`src/rtl/sgn_extrema_pkg.sv`:
```
package sgn_extrema_pkg;

    typedef enum logic [1:0] {
        OP_MAX = 2'd0,
        OP_MIN = 2'd1,
        OP_ABS = 2'd2,
        OP_NEG = 2'd3
    } ext_op_e;

    localparam int unsigned DEF_LANE_W = 16;
    localparam int unsigned DEF_LANES  = 2;

    function automatic logic op_reads_b(ext_op_e op);
        return (op == OP_MAX) || (op == OP_MIN);
    endfunction

endpackage

```
`src/rtl/sgn_extrema_core.sv`:
```
module sgn_extrema_core
    import sgn_extrema_pkg::*;
#(
    parameter int unsigned W = 16
) (
    input  logic [W-1:0] a_i,
    input  logic [W-1:0] b_i,
    input  ext_op_e      op_i,
    output logic [W-1:0] y_o,
    output logic         sat_o
);
    localparam logic [W-1:0] MOST_NEG = {1'b1, {(W-1){1'b0}}};
    localparam logic [W-1:0] MOST_POS = {1'b0, {(W-1){1'b1}}};
    localparam logic [W-1:0] ONE      = {{(W-1){1'b0}}, 1'b1};

    logic         a_gt_b;
    logic         a_is_min;
    logic [W-1:0] a_neg;

    assign a_gt_b   = $signed(a_i) > $signed(b_i);
    assign a_is_min = (a_i == MOST_NEG);
    assign a_neg    = (~a_i) + ONE;

    always_comb begin
        y_o   = a_i;
        sat_o = 1'b0;
        unique case (op_i)
            OP_MAX: y_o = a_gt_b ? a_i : b_i;
            OP_MIN: y_o = a_gt_b ? b_i : a_i;
            OP_ABS: begin
                if (a_is_min) begin
                    y_o   = MOST_POS;
                    sat_o = 1'b1;
                end else if (a_i[W-1]) begin
                    y_o = a_neg;
                end
            end
            OP_NEG: begin
                if (a_is_min) begin
                    y_o   = MOST_POS;
                    sat_o = 1'b1;
                end else begin
                    y_o = a_neg;
                end
            end
            default: y_o = a_i;
        endcase
    end
endmodule

```
`src/rtl/sgn_extrema_lanes.sv`:
```
module sgn_extrema_lanes
    import sgn_extrema_pkg::*;
#(
    parameter int unsigned LANE_W = 16,
    parameter int unsigned LANES  = 2,
    localparam int unsigned WORD_W = LANE_W * LANES
) (
    input  logic [WORD_W-1:0] a_i,
    input  logic [WORD_W-1:0] b_i,
    input  ext_op_e           op_i,
    output logic [WORD_W-1:0] y_o,
    output logic [LANES-1:0]  sat_o
);
    for (genvar g = 0; g < LANES; g++) begin : g_lane
        sgn_extrema_core #(.W(LANE_W)) core_i (
            .a_i   (a_i[g*LANE_W +: LANE_W]),
            .b_i   (b_i[g*LANE_W +: LANE_W]),
            .op_i  (op_i),
            .y_o   (y_o[g*LANE_W +: LANE_W]),
            .sat_o (sat_o[g])
        );
    end
endmodule

```
`src/rtl/sgn_extrema_unit.sv`:
```
module sgn_extrema_unit
    import sgn_extrema_pkg::*;
#(
    parameter int unsigned LANE_W = DEF_LANE_W,
    parameter int unsigned LANES  = DEF_LANES,
    localparam int unsigned WORD_W = LANE_W * LANES
) (
    input  logic [WORD_W-1:0] opa_i,
    input  logic [WORD_W-1:0] opb_i,
    input  logic [1:0]        op_sel_i,
    input  logic              vec_i,
    output logic [WORD_W-1:0] res_o,
    output logic [LANES-1:0]  lane_ovf_o
);
    ext_op_e           op;
    logic [WORD_W-1:0] lane_y;
    logic [LANES-1:0]  lane_sat;
    logic [WORD_W-1:0] word_y;
    logic              word_sat;

    assign op = ext_op_e'(op_sel_i);

    sgn_extrema_lanes #(.LANE_W(LANE_W), .LANES(LANES)) lanes_i (
        .a_i   (opa_i),
        .b_i   (opb_i),
        .op_i  (op),
        .y_o   (lane_y),
        .sat_o (lane_sat)
    );

    sgn_extrema_core #(.W(WORD_W)) word_i (
        .a_i   (opa_i),
        .b_i   (opb_i),
        .op_i  (op),
        .y_o   (word_y),
        .sat_o (word_sat)
    );

    always_comb begin
        if (vec_i) begin
            res_o      = lane_y;
            lane_ovf_o = lane_sat;
        end else begin
            res_o      = word_y;
            lane_ovf_o = {LANES{word_sat}};
        end
    end
endmodule

```
`config.mk`:
```
export PLATFORM = sky130hd
export DESIGN_NAME = sgn_extrema_unit
export DESIGN_NICKNAME = d
export VERILOG_FILES = /design/src/rtl/sgn_extrema_pkg.sv /design/src/rtl/sgn_extrema_core.sv /design/src/rtl/sgn_extrema_lanes.sv /design/src/rtl/sgn_extrema_unit.sv
export SDC_FILE = /design/constraint.sdc
export NUM_CORES = 1
export LEC_CHECK = 0
export BUFFER_PORTS_ARGS = -buffer_cell sky130_fd_sc_hd__buf_2
export CAP_MARGIN = 40
export CORE_MARGIN = 1
export CORE_UTILIZATION = 60
export DETAILED_ROUTE_END_ITERATION = 6
export PLACE_DENSITY = 0.9
export SYNTH_ARGS = -nofsm -noshare
export SYNTH_HDL_FRONTEND = slang
export SYNTH_SLANG_ARGS = --single-unit
```
`constraint.sdc`:
```
create_clock -name vclk -period 14.7
set_input_delay 3.675 -clock vclk [all_inputs]
set_output_delay 3.675 -clock vclk [all_outputs]
set_load 0.01 [all_outputs]
```
==> results_dict.tcl <==
set metrics [dict create \
    required_ns 11.02 \
    dp_hpwl_mm 9.78 \
    setup_tns_ns 0 \
    fp-row-count 27 \
    yosysUniqueCellTypes 79 \
    grt_first_pass_wirelength_mm 20.3 \
    grt_start_max_net_pins 66 \
    antenna_found_initial 0 \
    worst_slew_pin_slew_ns 0.766 \
    register_area_um2 0 \
    relSlewSlack_pct 48.4 \
    antenna_cells 0 \
    holdBufCountCts 0 \
    avgSynthCellArea_um2 6.50 \
    syn_area_um2 3570 \
    status "complete, no violations" \
    syn-num-nets 654 \
    post_cts_resized 0 \
    synth_top_cell_by_area "ha_1" \
    max_freq_mhz 92.3 \
    nFlopsAndLatches 0 \
    cp_top_family "simple AND/OR/NAND/NOR gates" \
    design.core.area_um2 5610 \
    gp_congestion 1.04 \
    grt_pass1_vias 4181 \
    maxCapViolations 0 \
    fin_nets 730 \
    fill_cells 502 \
    ios 101 \
    vias_per_cell 7.02 \
    finalSetupViolCount 0 \
    post-place-cells 695 \
    path_class "input pin to output port" \
    fin_crit_ns 10.84 \
    vias 4879 \
    synth_common_cells "61 x nor2_1, 54 x inv_1, 46 x a21oi_1" \
    drtIter0Drc 714 \
    crit_buf_inv 3 \
    crit_path_top_delay_cell "nor4_1" \
    die_width_um 79.1 \
    drv_slew 0 \
    stdcell_count 695 \
    initial_core_util_pct 63.7 \
    worstPathArrival_ns 7.17 \
    hold_viol 0 \
    period_share_pct 73.7 \
    crit_path_end_kind "output port" \
    critPathMaxFanout 16 \
    critPathMaxStageDelay_ns 0.62 \
    startpoint_type "input pin" \
    rsz0062_at_grt "no" \
    yosys-top-cells-area "ha_1 13%, a21oi_1 6.4%, nor2_1 6.4%" \
    die_h_um 79.1 \
    syn_inst 549 \
    cts_setup_buffers 0 \
    wl_per_cell_um 18.2 \
    clock_buffers 0 \
    ir_drop_v 0.0000268 \
    powerDensity_nw_per_um2 38.0 \
    yosysTopAreaCellShare_pct 13.3 \
    drt-total-wl_mm 12.7 \
    grt_remaining_overflow 0 \
    port_buffers 101 \
    drive_gt1_share_pct 21.3 \
    seq_area_frac_synth_pct 0 \
    antenna_left 0 \
    grt.total_usage_pct 39.6 \
    post-route-drc-count 0 \
    die-area_um2 6260 \
    hold_class "input pin to output port" \
    drt-pass1-iter-count 7 \
    syn_to_final_growth_pct 13.7 \
    leakage_nw 1.83 \
    cp_cell_sequence "buf_2 > ha_1 > nand4_1 > nor4_1 > nand3b_1 > a31o_2 > nand2_1 > nor4_1 > nor3_2 > buf_4 > o311ai_0 > buf_2" \
    yosysWarnings 0 \
    post-synth-top-count-cell "nor2_1" \
]
area by class of cell:
type	instances	area, um^2	share of cell area [%]
multi-input cells	458	3200	78.8
inverters	57	214	5.27
well taps	72	90.1	2.22
repair buffers	108	557	13.7
report_power, final:
part / switching (mW) / internal, mW
Clock: 0 / 0
Combinational: 0.0948 / 0.0594
Sequential: 0 / 0
layout by cell type, fill, tap and decap left out, types with 5 or more instances in the layout:
| cell type | instances |
|---|---|
| xor2_1 | 5 |
| nand4_1 | 24 |
| a31oi_1 | 12 |
| o311ai_1 | 10 |
| nand3_1 | 9 |
| ha_1 | 38 |
| buf_2 | 103 |
| a211oi_1 | 11 |
| nand2_1 | 38 |
| nor2_1 | 61 |
| a311oi_1 | 9 |
| a21oi_1 | 46 |
| mux2i_1 | 5 |
| o21ai_0 | 31 |
| a311o_1 | 10 |
| nor3_1 | 14 |
| xnor2_1 | 25 |
| and4_1 | 6 |
| nor4_1 | 13 |
| inv_1 | 54 |
worst min-delay path, cell delays in order:
cell     delay [ns]
buf_2          0.11
inv_1          0.04
mux2i_1        0.05
buf_2          0.13
metal layers:
layer / up-vias / track usage [%] / wire, um
li1: 2253 / - / -
met1: 2202 / 54.6 / 5140
met2: 374 / 64.3 / 5570
met3: 50 / 7.01 / 1680
met4: 0 / 7.27 / 282
met5: - / 0 / 0
cell families after synthesis:
group	count (synthesis)	share of synthesized area, %
buffers and inverters	91	10.4
AO/OA/AOI/OAI	180	35.5
adder cells (fa/ha/maj)	38	13.3
AND/OR/NAND/NOR	204	31.7
multiplexers	6	1.72
XOR/XNOR	30	7.36
metrics by stage:
step / hold slack (ns) / area, um^2 / setup WS [ns] / util [%] / power, mW
global route: 7.70 / 4060 / 3.68 / 72.4 / 0.166
global placement: 7.68 / 4030 / 3.95 / 71.9 / 0.144
CTS: 7.69 / 4060 / 4.00 / 72.4 / 0.149
detailed placement: 7.69 / 4060 / 4.01 / 72.4 / 0.149
floorplan: 7.47 / 3570 / 4.73 / - / 0.101
finish: 7.68 / 4060 / 3.86 / 72.4 / 0.154
worst paths after layout:
check | start | slack (ns) | endpoint | cells past startpoint
max | opa_i[15] | 3.86 | res_o[2] | 12
min | opb_i[0] | 7.68 | res_o[0] | 4
(Power assumes the default switching activity.)
